<file path="config.mk">
export PLATFORM = sky130hd
export DESIGN_NAME = adcq_ctrl
export DESIGN_NICKNAME = d
export VERILOG_FILES = /design/src/rtl/adcq_pkg.sv /design/src/rtl/adcq_sck_gen.sv /design/src/rtl/adcq_shifter.sv /design/src/rtl/adcq_seq.sv /design/src/rtl/adcq_ctrl.sv
export SDC_FILE = /design/constraint.sdc
export NUM_CORES = 1
export LEC_CHECK = 0
export ABC_AREA = 1
export BUFFER_PORTS_ARGS = -buffer_cell sky130_fd_sc_hd__buf_2
export CORE_MARGIN = 2
export CORE_UTILIZATION = 59
export DETAILED_ROUTE_END_ITERATION = 12
export PLACE_DENSITY_LB_ADDON = 0.1
export SLEW_MARGIN = 20
export SYNTH_ARGS = -nofsm -noshare
export SYNTH_HDL_FRONTEND = slang
export SYNTH_SLANG_ARGS = --single-unit
</file>
<file path="constraint.sdc">
create_clock -name clk -period 2.9 [get_ports clk]
set_input_delay 0 -clock clk [delete_from_list [all_inputs] [get_ports clk]]
set_output_delay 0 -clock clk [all_outputs]
set_load 0.05 [all_outputs]
</file>
<file path="src/rtl/adcq_pkg.sv">
package adcq_pkg;
  typedef enum logic [1:0] {
    ST_IDLE,
    ST_CONV,
    ST_SHIFT,
    ST_REST
  } seq_st_e;

  typedef struct packed {
    logic single;
    logic odd;
  } mux_cfg_t;
endpackage

</file>
<file path="src/rtl/adcq_sck_gen.sv">
module adcq_sck_gen #(
  parameter int DIV_W = 8
) (
  input  logic             clk,
  input  logic             rst,
  input  logic             run_i,
  input  logic [DIV_W-1:0] half_i,
  output logic             sck_o,
  output logic             rise_o,
  output logic             fall_o
);
  logic [DIV_W-1:0] cnt_q;
  logic             sck_q;
  logic             wrap;

  assign wrap   = run_i && (cnt_q == half_i - 1'b1);
  assign rise_o = wrap && !sck_q;
  assign fall_o = wrap && sck_q;
  assign sck_o  = sck_q;

  always_ff @(posedge clk) begin
    if (rst || !run_i) begin
      cnt_q <= '0;
      sck_q <= 1'b0;
    end else if (wrap) begin
      cnt_q <= '0;
      sck_q <= ~sck_q;
    end else begin
      cnt_q <= cnt_q + 1'b1;
    end
  end


  sck_idle_low_chk: assert property (@(posedge clk) disable iff (rst)
    !run_i |=> !sck_q);
endmodule

</file>
<file path="src/rtl/adcq_shifter.sv">
module adcq_shifter
  import adcq_pkg::*;
#(
  parameter int DATA_W = 16
) (
  input  logic              clk,
  input  logic              rst,
  input  logic              load_i,
  input  mux_cfg_t          cfg_i,
  input  logic              rise_i,
  input  logic              fall_i,
  input  logic              sdo_i,
  output logic              sdi_o,
  output logic [DATA_W-1:0] word_o
);
  localparam int PAD_W = DATA_W - $bits(mux_cfg_t);

  logic [DATA_W-1:0] tx_q;
  logic [DATA_W-1:0] rx_q;

  always_ff @(posedge clk) begin
    if (rst) begin
      tx_q <= '0;
      rx_q <= '0;
    end else if (load_i) begin
      tx_q <= {cfg_i, {PAD_W{1'b0}}};
      rx_q <= '0;
    end else begin
      if (fall_i) tx_q <= {tx_q[DATA_W-2:0], 1'b0};
      if (rise_i) rx_q <= {rx_q[DATA_W-2:0], sdo_i};
    end
  end

  assign sdi_o  = tx_q[DATA_W-1];
  assign word_o = rx_q;


  rx_hold_chk: assert property (@(posedge clk) disable iff (rst)
    (!rise_i && !load_i) |=> $stable(rx_q));
endmodule

</file>
<file path="src/rtl/adcq_seq.sv">
module adcq_seq
  import adcq_pkg::*;
#(
  parameter int DATA_W = 16,
  parameter int DIV_W  = 8,
  parameter int WAIT_W = 16,
  localparam int CNT_W = $clog2(DATA_W + 1)
) (
  input  logic              clk,
  input  logic              rst,
  input  logic              start_i,
  input  mux_cfg_t          cfg_i,
  input  logic [WAIT_W-1:0] wait_i,
  input  logic [DIV_W-1:0]  half_i,
  input  logic              fall_i,
  input  logic [DATA_W-1:0] word_i,
  output logic              conv_o,
  output logic              run_o,
  output logic              load_o,
  output logic [DIV_W-1:0]  half_o,
  output mux_cfg_t          cur_cfg_o,
  output logic [CNT_W-1:0]  bit_idx_o,
  output logic              busy_o,
  output logic [DATA_W-1:0] res_data_o,
  output mux_cfg_t          res_cfg_o,
  output logic              res_unk_o,
  output logic              res_valid_o
);
  localparam logic [CNT_W-1:0] LAST_BIT = CNT_W'(DATA_W - 1);

  seq_st_e           st_q;
  logic              pend_q;
  mux_cfg_t          pend_cfg_q;
  mux_cfg_t          cur_cfg_q;
  mux_cfg_t          prev_cfg_q;
  logic              prev_ok_q;
  logic [WAIT_W-1:0] wlat_q;
  logic [WAIT_W-1:0] wcnt_q;
  logic [DIV_W-1:0]  hlat_q;
  logic [CNT_W-1:0]  fcnt_q;
  logic              conv_q;

  logic     launch;
  mux_cfg_t launch_cfg;
  logic     conv_done;

  assign launch     = (st_q == ST_IDLE) && (pend_q || start_i);
  assign launch_cfg = pend_q ? pend_cfg_q : cfg_i;
  assign conv_done  = (st_q == ST_CONV) && (wcnt_q >= wlat_q);

  always_ff @(posedge clk) begin
    if (rst) begin
      st_q        <= ST_IDLE;
      pend_q      <= 1'b0;
      pend_cfg_q  <= '0;
      cur_cfg_q   <= '0;
      prev_cfg_q  <= '0;
      prev_ok_q   <= 1'b0;
      wlat_q      <= WAIT_W'(1);
      wcnt_q      <= '0;
      hlat_q      <= DIV_W'(1);
      fcnt_q      <= '0;
      conv_q      <= 1'b0;
      res_data_o  <= '0;
      res_cfg_o   <= '0;
      res_unk_o   <= 1'b0;
      res_valid_o <= 1'b0;
    end else begin
      res_valid_o <= 1'b0;

      // request queue: one pending slot, newest configuration wins
      if (st_q == ST_IDLE) begin
        if (pend_q) begin
          pend_q <= start_i;
          if (start_i) pend_cfg_q <= cfg_i;
        end
      end else if (start_i) begin
        pend_q     <= 1'b1;
        pend_cfg_q <= cfg_i;
      end

      unique case (st_q)
        ST_IDLE: begin
          if (launch) begin
            st_q      <= ST_CONV;
            conv_q    <= 1'b1;
            wcnt_q    <= WAIT_W'(1);
            cur_cfg_q <= launch_cfg;
            wlat_q    <= (wait_i == '0) ? WAIT_W'(1) : wait_i;
            hlat_q    <= (half_i == '0) ? DIV_W'(1) : half_i;
          end
        end
        ST_CONV: begin
          if (conv_done) begin
            st_q   <= ST_SHIFT;
            conv_q <= 1'b0;
            fcnt_q <= '0;
          end else begin
            wcnt_q <= wcnt_q + 1'b1;
          end
        end
        ST_SHIFT: begin
          if (fall_i) begin
            if (fcnt_q == LAST_BIT) begin
              st_q        <= ST_REST;
              res_data_o  <= word_i;
              res_cfg_o   <= prev_cfg_q;
              res_unk_o   <= !prev_ok_q;
              res_valid_o <= 1'b1;
              prev_cfg_q  <= cur_cfg_q;
              prev_ok_q   <= 1'b1;
            end else begin
              fcnt_q <= fcnt_q + 1'b1;
            end
          end
        end
        ST_REST: st_q <= ST_IDLE;
        default: st_q <= ST_IDLE;
      endcase
    end
  end

  assign conv_o    = conv_q;
  assign run_o     = (st_q == ST_SHIFT);
  assign load_o    = conv_done;
  assign half_o    = hlat_q;
  assign cur_cfg_o = cur_cfg_q;
  assign bit_idx_o = fcnt_q;
  assign busy_o    = (st_q != ST_IDLE) || pend_q;


  valid_pulse_chk: assert property (@(posedge clk) disable iff (rst)
    res_valid_o |=> !res_valid_o);


  pend_launch_chk: assert property (@(posedge clk) disable iff (rst)
    (st_q == ST_IDLE && pend_q) |=> (st_q == ST_CONV && conv_q));


  first_tag_chk: assert property (@(posedge clk) disable iff (rst)
    $rose(prev_ok_q) |-> (res_valid_o && res_unk_o));


  conv_min_chk: assert property (@(posedge clk) disable iff (rst)
    $rose(conv_q) |=> (st_q == ST_CONV || st_q == ST_SHIFT));
endmodule

</file>
<file path="src/rtl/adcq_ctrl.sv">
module adcq_ctrl
  import adcq_pkg::*;
#(
  parameter int DATA_W = 16,
  parameter int DIV_W  = 8,
  parameter int WAIT_W = 16,
  localparam int CFG_W = $bits(mux_cfg_t),
  localparam int CNT_W = $clog2(DATA_W + 1)
) (
  input  logic              clk,
  input  logic              rst,
  input  logic              start_i,
  input  logic [CFG_W-1:0]  cfg_i,
  input  logic [WAIT_W-1:0] conv_wait_i,
  input  logic [DIV_W-1:0]  sck_half_i,
  output logic              adc_conv_o,
  output logic              adc_sck_o,
  output logic              adc_sdi_o,
  input  logic              adc_sdo_i,
  output logic              busy_o,
  output logic [DATA_W-1:0] res_data_o,
  output logic [CFG_W-1:0]  res_cfg_o,
  output logic              res_cfg_unknown_o,
  output logic              res_valid_o
);
  logic              run;
  logic              load;
  logic              rise;
  logic              fall;
  logic [DIV_W-1:0]  half_lat;
  mux_cfg_t          cur_cfg;
  mux_cfg_t          res_cfg;
  logic [CNT_W-1:0]  bit_idx;
  logic [DATA_W-1:0] word;

  adcq_seq #(
    .DATA_W(DATA_W),
    .DIV_W (DIV_W),
    .WAIT_W(WAIT_W)
  ) seq_i (
    .clk        (clk),
    .rst        (rst),
    .start_i    (start_i),
    .cfg_i      (mux_cfg_t'(cfg_i)),
    .wait_i     (conv_wait_i),
    .half_i     (sck_half_i),
    .fall_i     (fall),
    .word_i     (word),
    .conv_o     (adc_conv_o),
    .run_o      (run),
    .load_o     (load),
    .half_o     (half_lat),
    .cur_cfg_o  (cur_cfg),
    .bit_idx_o  (bit_idx),
    .busy_o     (busy_o),
    .res_data_o (res_data_o),
    .res_cfg_o  (res_cfg),
    .res_unk_o  (res_cfg_unknown_o),
    .res_valid_o(res_valid_o)
  );

  adcq_sck_gen #(
    .DIV_W(DIV_W)
  ) sck_i (
    .clk   (clk),
    .rst   (rst),
    .run_i (run),
    .half_i(half_lat),
    .sck_o (adc_sck_o),
    .rise_o(rise),
    .fall_o(fall)
  );

  adcq_shifter #(
    .DATA_W(DATA_W)
  ) shf_i (
    .clk   (clk),
    .rst   (rst),
    .load_i(load),
    .cfg_i (cur_cfg),
    .rise_i(rise),
    .fall_i(fall),
    .sdo_i (adc_sdo_i),
    .sdi_o (adc_sdi_o),
    .word_o(word)
  );

  assign res_cfg_o = res_cfg;


  conv_sck_excl_chk: assert property (@(posedge clk) disable iff (rst)
    adc_conv_o |-> !adc_sck_o);


  sdi_low_phase_chk: assert property (@(posedge clk) disable iff (rst)
    !$stable(adc_sdi_o) |-> !adc_sck_o);


  sdi_tail_zero_chk: assert property (@(posedge clk) disable iff (rst)
    (run && bit_idx >= CNT_W'(2)) |-> !adc_sdi_o);


  conv_then_shift_chk: assert property (@(posedge clk) disable iff (rst)
    $fell(adc_conv_o) |-> (run && !adc_sck_o));
endmodule

</file>
Word level (Yosys, flattened, before mapping)
Cells that the tools add are included.
{"block": "totals", "n_memories": 0, "latch_bits": 0, "reg_bits": 103, "word_cells": 98, "ramBits": 0, "romBits": 0, "input_bits": 30, "output_inout_bits": 24}
{"block": "classes", "shift": 0, "bitwise_logic": 3, "magnitude_cmp": 1, "addsub": 4, "mux": 27, "n_eq_ne": 12, "n_mul": 0, "n_div": 0, "reduce_logical": 28}
{"op": "2-to-1 mux 16 bit", "count": 5}
{"op": "case mux 16 bit (2 select lines)", "count": 1}
{"op": "adder 16 x 1 -> 16 bit (second input constant)", "count": 1}
{"op": "greater-or-equal comparator 16 bit", "count": 1}
{"op": "zero test 16 bit", "count": 1}
{"op": "2-to-1 mux 2 bit", "count": 8}
{"op": "2-to-1 mux 5 bit", "count": 3}
{"op": "!= test 2 bit (second input constant)", "count": 5}
{"op": "case mux 5 bit (2 select lines)", "count": 1}
{"op": "nonzero test 2 bit", "count": 5}
{"op": "AND reduction 3 bit", "count": 3}
{"op": "adder 8 x 1 -> 8 bit (second input constant)", "count": 1}
{"op": "== test 8 bit", "count": 1}
{"op": "zero test 8 bit", "count": 1}
{"op": "2-to-1 mux 8 bit", "count": 1}
{"op": "case mux 2 bit (4 select lines)", "count": 1}
{"op": "AND reduction 4 bit", "count": 2}
{"op": "subtractor 8 x 1 -> 8 bit (second input constant)", "count": 1}
{"op": "2-to-1 mux 1 bit", "count": 6}
{"op": "adder 5 x 1 -> 5 bit (second input constant)", "count": 1}
{"op": "== test 5 x 4 -> 1 bit (second input constant)", "count": 1}
{"op": "logical AND 1 bit", "count": 5}
{"op": "== test 2 bit (second input constant)", "count": 2}
{"op": "!= test 2 x 1 -> 1 bit (second input constant)", "count": 2}
{"op": "other kinds (9)", "count": 16}

Depth between registers and ports, before layout
Gate-level depths: netlist of the first run.
{"block": "logic_depth", "depth_word": 6, "depth_mapped": 15, "depth_no_buf": 15}

Cells and area by module
Synthesis of the first run repeated with hierarchy kept, for this count alone.
{"block": "unflattened", "cells_unflattened": 756, "hier_area_um2": 5317.6}
{"module": "adcq_seq", "n_inst": 1, "area_each_um2": 3852.4, "cells_each": 535, "seq_area_each_um2": 1521.5}
{"module": "adcq_sck_gen", "n_inst": 1, "area_each_um2": 755.7, "cells_each": 135, "seq_area_each_um2": 180.2}
{"module": "adcq_shifter", "n_inst": 1, "area_each_um2": 709.4, "cells_each": 86, "seq_area_each_um2": 360.3}

Least setup slack after synthesis of the first run
No wires, ideal clock.
{"block": "synth_path", "path_kind": "reg2reg", "from": "reg seq_i.hlat_q[0], in the netlist seq_i.half_o[0]", "to": "reg seq_i.res_data_o[10]", "path_stages_with_launch": 16, "n_path_buf": 1, "required_ns": 2.786, "period_less_slack_ns": 2.012, "arrival_time_ns": 1.898, "slack_ns": 0.888, "setup_ns": 0.114, "cell_sequence": "dfxtp_1 > inv_2 > ha_1 > nand2_1 > inv_1 > nor2_1 > nand2_1 > nor2_2 > nand2_2 > nor2_4 > nand4_4 > nor2_8 > inv_4 > buf_6 > nor2_2 > nor2_1"}
{"block": "synth_via", "elab_chain_cells": 5}
{"item": "from (decl)", "line_no": "adcq_seq.sv:39", "source": "logic [DIV_W-1:0] hlat_q;"}
{"item": "from (signal assigned)", "line_no": "adcq_seq.sv:90", "source": "hlat_q <= (half_i == '0) ? DIV_W'(1) : half_i;"}
{"item": "subtractor 8 x 1 -> 8 bit", "line_no": "adcq_sck_gen.sv:16", "source": "assign wrap = run_i && (cnt_q == half_i - 1'b1);"}
{"item": "== test 8 bit", "line_no": "adcq_sck_gen.sv:16"}
{"item": "logical AND 1 bit", "line_no": "adcq_sck_gen.sv:16"}
{"item": "logical AND 1 bit", "line_no": "adcq_sck_gen.sv:18", "source": "assign fall_o = wrap && sck_q;"}
{"item": "AND reduction 3 bit (no line)"}
{"item": "to (signal assigned)", "line_no": "adcq_seq.sv:106", "source": "res_data_o <= word_i;"}
{"item": "to (decl)", "line_no": "adcq_seq.sv:24", "source": "output logic [DATA_W-1:0] res_data_o,"}
Every way passes these cells.
A chain may end at the register's enable or synchronous reset.

Worst setup path after layout of the first run
{"block": "layout_path", "from": "reg seq_i.hlat_q[0], in the netlist seq_i.half_o[0]", "to": "reg seq_i.res_unk_o"}
{"block": "layout_via", "elab_chain_cells": 5}
{"item": "subtractor 8 x 1 -> 8 bit", "line_no": "adcq_sck_gen.sv:16"}
{"item": "== test 8 bit", "line_no": "adcq_sck_gen.sv:16"}
{"item": "logical AND 1 bit", "line_no": "adcq_sck_gen.sv:16"}
{"item": "logical AND 1 bit", "line_no": "adcq_sck_gen.sv:18"}
{"item": "AND reduction 3 bit (no line)"}
{"item": "to (signal assigned)", "line_no": "adcq_seq.sv:108", "source": "res_unk_o <= !prev_ok_q;"}
{"item": "to (decl)", "line_no": "adcq_seq.sv:26", "source": "output logic res_unk_o,"}
Every way passes these cells.

==> summary.txt, run 1 <==
GRT
  – Met2 Usage GRT: 0.422
  – Initial antenna violation count: 0
  – Met3 Use GR: 0.0353
  – Largest net degree at the start of global routing: 41
  – Vias in the first global route: 4518
  – Final global-route overflow total: 0
  – First-pass GRT wire length: 20.9 mm
  – Grt met1 use: 0.370
  – GR peak layer: met2
  – GRT Overall Usage: 0.263

Critical path
  – Reg2reg end: seq_i.res_unk_o
  – Crit path cell chain: inv_2 -> ha_1 -> nand2_1 -> inv_1 -> nor2_1 -> nand2_1 -> nor2_2 -> nand2_2 -> nor2_4 -> nand4_4 -> nor2_8 -> inv_4 -> o21ai_0 -> nor2_1
  – CP Buf/Inv Count: 3
  – Slowest cell delay on critical path: 0.40 ns
  – CP Launch Type: flop
  – R2r startpoint: seq_i.half_o[0]
  – Critical path type: flop to flop
  – Req. time, crit path: 3.16 ns
  – Crit Path Max Fanout: 23
  – Reg-to-reg slack, setup: 0.40 ns
  – Nature of the critical path endpoint: flop
  – Arr. time, crit path: 2.77 ns
  – Crit path max-delay family: simple AND/OR/NAND/NOR gates
  – R2R cell count: 14
  – CP max-delay cell: dfxtp_1

Synth
  – Syn Std Cell Area: 0.00517 sq mm
  – Synth async-reset ratio: 0
  – Mean Syn Cell Area: 7.47 sq um
  – Leading post-synthesis cells by cell area: dfxtp_1 40%, nand2_1 8.5%, nor2_1 7.3%, ha_1 5.8%, a21oi_1 5.4%
  – Syn. warnings: 0
  – Post-synthesis sequential area ratio: 0.399
  – Synth Net Count: 746
  – Synth cell types: 42
  – EDFF count, synth: 0
  – Mapped Cells: 692
  – Share of the synthesized area in the top cell type: 0.399
  – Synth area leader: dfxtp_1
  – Register bit total from synthesis: 103
  – Main flop type after synthesis: dfxtp_1

Timing
  – RSZ-0062 raised after global routing: no
  – Max Fclk: 399 MHz
  – Final TNS setup: 0 ns
  – Slew Viols, Final: 0
  – Final setup margin: 0.397 ns
  – Tcrit/Tclk final: 0.863
  – Worst Max-Slew Pin Slew: 0.674 ns
  – Hold WS: 0.428 ns
  – Max_slew headroom: 0.549
  – Hold Vio Cnt, Final: 0
  – Crit path time final: 2.50 ns
  – Final setup viols: 0
  – Worst Skew: 0.0130 ns

Cells and area
  – Final instance area: 0.00597 sq mm
  – Final core occ: 0.695
  – Ant diodes: 0
  – Share of layout cells above drive strength 1: 0.160
  – Filler instances: 695
  – Nets@finish: 817
  – Synthesis-to-layout area growth: 15.5%

Clock tree
  – CTS Buf Count: 9
  – Worst-path clk slew: 0.11 ns
  – Clock buffer depth: 2
  – Clock sinks: 103
  – H-tree depth: 3
  – Worst-Skew Late Latency: 0.37 ns
  – CTS tree: built
  – CTS root buffer: clkbuf_8

Pwr
  – PD cells: 719 mW/mm^2
  – LEAKAGE: 2.55 nW
  – Maximum vdd drop: 0.550 mV

Status
  – Outcome: finished, final reports clean

Routing
  – Routed Antenna Nets: 0
  – Vias post-DR: 4760
  – First-pass iteration count of the detailed router: 5
  – Starting DRT DRC Count: 262
  – Final wirelength: 12.2 mm
  – Routed vias/inst: 5.43
  – Drc violations: 0
  – Drt wl/cell: 14.0 um

Placed design
  – Dpl ws: 0.411 ns
  – Placed cell areas: 0.00546 sq mm
  – Port bufs: 53
  – GPL Wtd Cong: 0.882
  – Dpl hpwl: 8.56 mm

Die
  – Row cnt: 34
  – Initial Util: 0.602
  – Die Span X: 97.6 um
  – I/O pin total: 54
  – Die height: 97.6 um
  – Die area: 0.00953 sq mm
  – Core area: 0.00859 sq mm

Worst hold path
  – Min-delay src: sck_half_i[6]
  – Hold depth: 4
  – Worst Hold Class: primary input to flop
  – Hold EP: seq_i.half_o[6]

Run
  – MaxCap Viol Count: 0
==> layer usage <==
| layer | wire length, um | vias to the layer above |
|---|---|---|
| li1 | - | 2428 |
| met1 | 5790 | 2179 |
| met2 | 5650 | 136 |
| met3 | 603 | 17 |
| met4 | 191 | 0 |
| met5 | 0 | - |
==> worst reg2reg max path: cells and delay by family, from the launching register on <==
kind,cells,cell delay [ns]
AO/OA/AOI/OAI,1,0.20
adder cells (fa/ha/maj),1,0.31
buffers and inverters,3,0.33
flip-flops,1,0.40
AND/OR/NAND/NOR,9,1.17
==> final cells by class <==
class / count / area (sq um) / share of cell area
clock buffer: 9 / 124 / 0.0207
tap: 108 / 135 / 0.0226
clock inverter: 7 / 92.6 / 0.0155
sequential: 103 / 2060 / 0.345
timing repair buffer: 89 / 608 / 0.102
multi-input combinational: 494 / 2700 / 0.452
inverter: 66 / 254 / 0.0425
==> cells in the mapped netlist (all sizes together), types with 8 or more instances <==
cell type,instances
xnor2,8
xor2,11
nand2,121
o21ai,45
a211oi,16
nand3,32
dfxtp,103
inv,64
ha,24
a21oi,57
nor3,10
clkbuf,15
nand4,30
buf,14
nor2,125
==> cells in the final DEF (no fill, tap or decap), types with 3 or more instances in the layout <==
| cell | synthesis | final |
|---|---|---|
| a211oi_1 | 15 | 15 |
| a21oi_1 | 56 | 56 |
| buf_2 | 5 | 53 |
| buf_4 | 4 | 7 |
| clkbuf_8 | 0 | 9 |
| clkinvlp_4 | 0 | 3 |
| dfxtp_1 | 103 | 103 |
| dlygate4sd3_1 | 0 | 29 |
| ha_1 | 24 | 24 |
| inv_1 | 59 | 58 |
| inv_2 | 4 | 4 |
| nand2_1 | 117 | 117 |
| nand2_2 | 3 | 3 |
| nand3_1 | 30 | 30 |
| nand4_1 | 28 | 28 |
| nor2_1 | 100 | 100 |
| nor2_2 | 21 | 21 |
| nor2_4 | 3 | 3 |
| nor3_1 | 10 | 10 |
| nor4_1 | 6 | 6 |
| o21ai_0 | 25 | 25 |
| o21ai_1 | 17 | 17 |
| o21ai_2 | 3 | 3 |
| xnor2_1 | 8 | 8 |
| xor2_1 | 10 | 10 |
==> kinds of logic (layout without fill, tap and decap cells) <==
logic type      count (synthesis)  count (layout)  share of synthesized area
xor+xnor                       19              19                     0.0336
compound gates                124             124                      0.135
simple gates                  327             327                      0.295
buf+inv                        95             171                     0.0794
flops                         103             103                      0.399
fa+ha+maj                      24              24                     0.0581
==> power by group <==
group          total (mW)  internal [mW]  switching, mW
Sequential           1.70           1.59          0.111
Combinational        1.63          0.516           1.12
Clock               0.959          0.420          0.539
==> sequential cells by signal, indices dropped and copies added (netlist names), 2 cells and up <==
| name | count |
|---|---|
| sck_i.cnt_q | 8 |
| seq_i.bit_idx_o | 5 |
| seq_i.cur_cfg_o | 2 |
| seq_i.half_o | 8 |
| seq_i.pend_cfg_q | 2 |
| seq_i.prev_cfg_q | 2 |
| seq_i.res_cfg_o | 2 |
| seq_i.res_data_o | 16 |
| seq_i.st_q | 2 |
| seq_i.wcnt_q | 16 |
| seq_i.wlat_q | 16 |
| shf_i.tx_q | 2 |
| shf_i.word_o | 16 |
==> metrics by stage <==
step / power, mW / instances
floorplan: 2.95 / 692
global placement: 3.26 / 831
detailed placement: 3.32 / 831
CTS: 4.30 / 876
global route: 4.61 / 876
finish: 4.29 / 876
==> how the worst max path moves through the flow <==
stage / cells past startpoint / to / start
floorplan: 15 / seq_i.res_data_o[10] / seq_i.half_o[0]
global placement: 14 / seq_i.res_unk_o / seq_i.half_o[0]
detailed placement: 14 / seq_i.res_unk_o / seq_i.half_o[0]
CTS: 14 / seq_i.res_unk_o / seq_i.half_o[0]
global route: 9 / seq_i.wlat_q[0] / seq_i.st_q[1]
finish: 14 / seq_i.res_unk_o / seq_i.half_o[0]
==> repair_timing <==
item	in CTS	in global routing
setup endpoints to repair	0	14
hold buffers	29	0
buffers inserted	0	0
gates resized for setup	0	1
endpoints found under the hold margin	30	0
Note: power is estimated with default switching activity, not from simulation.
==> run 2, diff against run 1 <==
--- a/config.mk
+++ b/config.mk
@@ -8,9 +8,11 @@
 export ABC_AREA = 1
 export BUFFER_PORTS_ARGS = -buffer_cell sky130_fd_sc_hd__buf_2
 export CORE_MARGIN = 2
-export CORE_UTILIZATION = 59
+export CORE_UTILIZATION = 61
+export CTS_BUF_LIST = sky130_fd_sc_hd__clkbuf_4
 export DETAILED_ROUTE_END_ITERATION = 12
 export PLACE_DENSITY_LB_ADDON = 0.1
+export RECOVER_POWER = 25
 export SLEW_MARGIN = 20
 export SYNTH_ARGS = -nofsm -noshare
 export SYNTH_HDL_FRONTEND = slang
==> run 2 against run 1 <==
  * Fmax grew 3.5%
  * Utilization grew 1.8 points
  * Clock power fell by 24%
  * Wire length down 6.6%
  * Count of clock-buffer cells in the layout unchanged
  * Global-route usage is 0.30 points lower
  * Power is 5.9% lower
  * Final area is 2.0% lower
  * Cell count fell by 0.34%
  * Worst setup slack better by 0.084 ns
  * Sequential share of layout area up 0.69 points
  * Hold slack worse by 0.096 ns
==> summary.txt, run 2 (synthesis results as in run 1) <==
Status
  – Outcome: finished, final reports clean

GRT
  – GRT Overall Usage: 0.260
  – First-pass GRT wire length: 19.1 mm
  – Largest net degree at the start of global routing: 41
  – Initial antenna violation count: 0
  – Final global-route overflow total: 0
  – Vias in the first global route: 4222

Timing
  – Crit path time final: 2.42 ns
  – Slew Viols, Final: 0
  – Max_slew headroom: 0.520
  – Hold Vio Cnt, Final: 0
  – Worst Skew: 0.0222 ns
  – Max Fclk: 413 MHz
  – Worst Max-Slew Pin Slew: 0.718 ns
  – RSZ-0062 raised after global routing: no
  – Final TNS setup: 0 ns
  – Final setup viols: 0
  – Tcrit/Tclk final: 0.834

Routing
  – Routed vias/inst: 5.32
  – Routed Antenna Nets: 0
  – Starting DRT DRC Count: 233
  – First-pass iteration count of the detailed router: 5
  – Drt wl/cell: 13.1 um
  – Final wirelength: 11.4 mm
  – Vias post-DR: 4643
  – Drc violations: 0

Clock tree
  – H-tree depth: 3
  – CTS Buf Count: 9
  – CTS root buffer: clkbuf_4
  – Post-CTS setup buffer count: 0
  – Clock sinks: 103
  – Worst-path clk slew: 0.18 ns
  – Clock buffer depth: 2
  – CTS tree: built
  – Worst-Skew Late Latency: 0.45 ns

Cells and area
  – Nets@finish: 817
  – Cell Count, Final, Fillers Out: 873
  – Final instance area: 0.00586 sq mm
  – Final core occ: 0.713
  – Share of layout cells above drive strength 1: 0.128
  – Commonest non-fill, non-tap cell in the layout: nand2_1
  – Ant diodes: 0
  – Filler instances: 675
  – Commonest non-fill, non-tap cells in the layout: 117 x nand2_1, 103 x dfxtp_1, 100 x nor2_1
  – Synthesis-to-layout area growth: 13.3%

Critical path
  – Critical path type: flop to flop
  – CP Launch Type: flop
  – CP max-delay cell: dfxtp_1
  – Crit path cell chain: inv_2 -> ha_1 -> nand2_1 -> inv_1 -> nor2_1 -> nand2_1 -> nor2_2 -> nand2_2 -> nor2_4 -> nand4_4 -> nor2_8 -> inv_4 -> o21ai_0 -> nor2_1
  – CP Buf/Inv Count: 3
  – Worst path depth: 14
  – Slowest cell delay on critical path: 0.41 ns
  – Nature of the critical path endpoint: flop
  – Crit path max-delay family: simple AND/OR/NAND/NOR gates
  – Arr. time, crit path: 2.78 ns
  – Crit Path Max Fanout: 22
  – R2R cell count: 14
  – Req. time, crit path: 3.26 ns

Die
  – Initial Util: 0.629
  – Die height: 96.1 um
  – Die Span X: 96.1 um
  – I/O pin total: 54
  – Die area: 0.00923 sq mm
  – Row cnt: 33
  – Core area: 0.00822 sq mm

Placed design
  – Cells after DPL: 828
  – GPL Wtd Cong: 0.854
  – Dpl hpwl: 8.21 mm
  – Placed cell areas: 0.00546 sq mm
  – Port bufs: 53

Worst hold path
  – Hold depth: 4
  – Worst Hold Class: primary input to flop

Pwr
  – Maximum vdd drop: 0.500 mV
  – LEAKAGE: 2.42 nW
  – PD cells: 690 mW/mm^2

Run
  – MaxCap Viol Count: 0
[run 2: cell count changes in the layout (fill, tap and decap cells not counted), sizes merged]
cell	change
buf	-25
clkbuf	+25
inv	+3
bufinv	-1
clkinvlp	-2
[run 2: metrics by stage]
| stage | hold slack (ns) | setup WS (ns) | total power [mW] |
|---|---|---|---|
| floorplan | 0.148 | 0.888 | 2.95 |
| global placement | 0.253 | 0.535 | 3.25 |
| detailed placement | 0.259 | 0.486 | 3.30 |
| CTS | 0.294 | 0.474 | 4.05 |
| global route | 0.350 | 0.223 | 4.35 |
| finish | 0.332 | 0.480 | 4.04 |
[run 2: worst reg2reg max path, cell delays in order, from the launching register on]
cell and delay [ns]:
dfxtp_1 0.41, inv_2 0.08, ha_1 0.31, nand2_1 0.06, inv_1 0.03, nor2_1 0.07, nand2_1 0.07, nor2_2 0.12
nand2_2 0.10, nor2_4 0.16, nand4_4 0.19, nor2_8 0.27, inv_4 0.18, o21ai_0 0.24, nor2_1 0.05
[run 2: per-layer routing]
metal  track usage  wire, um  up-vias
met3        0.0454       498       16
li1              -         -     2434
met1         0.366      5620     2086
met4        0.0702       161        0
met5             0         0        -
met2         0.413      5150      107
[run 2: worst paths after layout]
kind	start	to	slack, ns
max	seq_i.half_o[0]	seq_i.res_unk_o	0.48
min	sck_half_i[4]	seq_i.half_o[4]	0.33
max reg2reg	seq_i.half_o[0]	seq_i.res_unk_o	0.48
min reg2reg	seq_i.prev_ok_q	seq_i.prev_ok_q	0.48
[run 2: repair_timing]
item                                    in CTS  in global routing
hold buffers                                29                  0
hold endpoints to repair                    31                  0
endpoints found under the setup margin       0                  3
gates resized for setup                      0                  1
[run 2: layout make-up]
cell class | count | area [sq um] | share of cell area
inverters | 66 | 254 | 0.0434
flip-flops and latches | 103 | 2060 | 0.352
multi-input cells | 494 | 2700 | 0.461
clock buffers | 9 | 67.6 | 0.0115
well taps | 105 | 131 | 0.0224
repair buffers | 89 | 574 | 0.0981
clock inverters | 7 | 68.8 | 0.0118
[run 2: power breakdown]
group | total [mW] | internal, mW | leakage (nW) | switching (mW)
registers | 1.70 | 1.59 | 0.838 | 0.107
clock network | 0.732 | 0.205 | 0.0769 | 0.527
logic | 1.61 | 0.506 | 1.50 | 1.11
total | 4.04 | 2.30 | 2.42 | 1.74
==> run 3, diff against run 2 <==
--- a/config.mk
+++ b/config.mk
@@ -8,7 +8,7 @@
 export ABC_AREA = 1
 export BUFFER_PORTS_ARGS = -buffer_cell sky130_fd_sc_hd__buf_2
 export CORE_MARGIN = 2
-export CORE_UTILIZATION = 61
+export CORE_UTILIZATION = 55
 export CTS_BUF_LIST = sky130_fd_sc_hd__clkbuf_4
 export DETAILED_ROUTE_END_ITERATION = 12
 export PLACE_DENSITY_LB_ADDON = 0.1
==> constraint.sdc (replaced) <==
create_clock -name clk -period 2.1 [get_ports clk]
set_input_delay 0 -clock clk [delete_from_list [all_inputs] [get_ports clk]]
set_output_delay 0 -clock clk [all_outputs]
set_load 0.05 [all_outputs]
==> run 3 against run 2 <==
  * Final area up 9.5%
  * Utilization down 1.6 points
  * Count of clock-buffer cells in the layout unchanged
  * Sequential share of layout area down 3.0 points
  * Register-to-register slack worse by 0.45 ns
  * Cell count up 5.2%
  * First-iteration DRC count up 9.9%
  * Critical endpoint is now seq_i.res_data_o[11]
  * Largest cell class unchanged
  * Largest power group is now combinational cells
==> summary.txt, run 3 (synthesis results as in run 1) <==
Cells and area
  – Commonest non-fill, non-tap cell in the layout: nand2_1
  – Final core occ: 0.697
  – Cell Count, Final, Fillers Out: 918
  – Commonest non-fill, non-tap cells in the layout: 113 x nand2_1, 98 x nor2_1, 98 x dfxtp_1
  – Nets@finish: 856
  – Share of layout cells above drive strength 1: 0.212
  – Ant diodes: 0
  – Filler instances: 772
  – Synthesis-to-layout area growth: 24.0%

Die
  – Die height: 101 um
  – Die Span X: 101 um
  – Row cnt: 35
  – Initial Util: 0.562
  – Die area: 0.0102 sq mm
  – Core area: 0.00920 sq mm
  – I/O pin total: 54

Routing
  – Final wirelength: 12.6 mm
  – Routed vias/inst: 5.33
  – Starting DRT DRC Count: 256
  – Routed Antenna Nets: 0
  – First-pass iteration count of the detailed router: 5
  – Drt wl/cell: 13.7 um
  – Drc violations: 0
  – Vias post-DR: 4896

Clock tree
  – CTS Buf Count: 9
  – CTS tree: built
  – Worst-Skew Late Latency: 0.48 ns
  – Clock sinks: 103
  – CTS root buffer: clkbuf_4
  – Clock buffer depth: 2
  – Worst-path clk slew: 0.20 ns
  – H-tree depth: 3

Timing
  – RSZ-0062 raised after global routing: yes
  – Tcrit/Tclk final: 0.987
  – Hold Vio Cnt, Final: 0
  – Worst Skew: 0.0252 ns
  – Worst Max-Slew Pin Slew: 0.615 ns
  – Final setup viols: 0
  – Max Fclk: 483 MHz
  – Max_slew headroom: 0.592
  – Crit path time final: 2.07 ns
  – Final setup margin: 0.0281 ns
  – Slew Viols, Final: 0

Critical path
  – Crit path cell chain: inv_1 -> ha_2 -> nand2_1 -> nor2_1 -> nand2_1 -> nor2_2 -> nand2_2 -> nor2_4 -> nand4_4 -> nor2_8 -> buf_12 -> clkbuf_16 -> o21ai_2 -> nor2_1
  – CP max-delay cell: dfxtp_1
  – CP Launch Type: flop
  – Slowest cell delay on critical path: 0.35 ns
  – Req. time, crit path: 2.54 ns
  – Crit Path Max Fanout: 5
  – CP Buf/Inv Count: 3
  – Critical path type: flop to flop
  – Nature of the critical path endpoint: flop
  – Crit path max-delay family: simple AND/OR/NAND/NOR gates
  – Arr. time, crit path: 2.51 ns

Status
  – Outcome: finished, final reports clean

Placed design
  – Port bufs: 53
  – Dpl hpwl: 8.48 mm
  – Dpl ws: 0.0437 ns
  – Cells after DPL: 862
  – GPL Wtd Cong: 0.907

Pwr
  – Maximum vdd drop: 0.722 mV
  – Total power: 6.05 mW
  – LEAKAGE: 2.66 nW
  – PD cells: 944 mW/mm^2

GRT
  – Final global-route overflow total: 0
  – Vias in the first global route: 4391
  – First-pass GRT wire length: 20.1 mm
  – Initial antenna violation count: 0
  – Largest net degree at the start of global routing: 41
  – GRT Overall Usage: 0.244

Worst hold path
  – Worst Hold Class: primary input to flop

Run
  – MaxCap Viol Count: 0
==> run 3: changes by cell type in the layout (fill, tap and decap cells not counted), moves of 3 or more <==
cell / change
buf_4: +29
o21ai_2: +7
a21oi_1: -6
a21oi_2: +6
dfxtp_1: -5
dfxtp_2: +5
o21ai_0: -5
buf_12: +4
clkbuf_1: -4
clkinv_8: +4
nand2_1: -4
buf_2: +3
nand2_2: +3
==> run 3: power by group <==
part	leakage, nW	internal, mW	switching (mW)
clock	0.0845	0.306	0.782
combinational	1.74	0.929	1.68
sequential	0.838	2.20	0.152
==> run 3: layout make-up <==
| cell class | instances | area (sq um) | share of cell area |
|---|---|---|---|
| clock inverters | 7 | 93.8 | 0.0146 |
| multi-input cells | 494 | 2800 | 0.436 |
| well taps | 111 | 139 | 0.0217 |
| repair inverters | 2 | 16.3 | 0.00254 |
| repair buffers | 126 | 963 | 0.150 |
| inverters | 66 | 267 | 0.0416 |
| flip-flops and latches | 103 | 2070 | 0.323 |
| clock buffers | 9 | 67.6 | 0.0105 |
==> run 3: timing repair <==
item	4_1_cts	5_1_grt
hold endpoints to repair	37	0
setup buffers	0	7
endpoints found under the setup margin	0	69
hold buffers	29	0
resized for setup	0	48
==> run 3: worst reg2reg max path: stages (launching register included) <==
cell and delay [ns]:
dfxtp_1 0.35, inv_1 0.11, ha_2 0.23, nand2_1 0.07
nor2_1 0.09, nand2_1 0.07, nor2_2 0.09, nand2_2 0.08
nor2_4 0.15, nand4_4 0.14, nor2_8 0.25, buf_12 0.15
clkbuf_16 0.13, o21ai_2 0.05, nor2_1 0.12
==> run 3: through the flow <==
stage / hold WS [ns] / setup TNS [ns] / cell area, sq um
after floorplan: 0.148 / 0 / 5170
after global placement: 0.272 / 0 / 5710
after detailed placement: 0.276 / 0 / 5710
after CTS: 0.293 / 0 / 6170
after global routing: 0.309 / -3.84 / 6410
final: 0.313 / 0 / 6410
==> run 3: path summary, 6_finish.rpt <==
| kind | startpoint | end | slack, ns | cells after the start |
|---|---|---|---|---|
| max | seq_i.st_q[0] | seq_i.res_data_o[11] | 0.03 | 14 |
| min | cfg_i[0] | seq_i.pend_cfg_q[0] | 0.31 | 4 |
| max reg2reg | seq_i.st_q[0] | seq_i.res_data_o[11] | 0.03 | 14 |
| min reg2reg | shf_i.tx_q[14] | shf_i.tx_q[14] | 0.48 | 2 |
==> run 3: metal layers <==
layer / global-route usage / routed length [um] / share of wire / vias up
li1: - / - / - / 2517
met1: 0.328 / 5930 / 0.47 / 2226
met5: 0 / 0 / 0 / -
met2: 0.397 / 5900 / 0.47 / 138
met3: 0.0589 / 591 / 0.047 / 15
met4: 0.0541 / 182 / 0.014 / 0
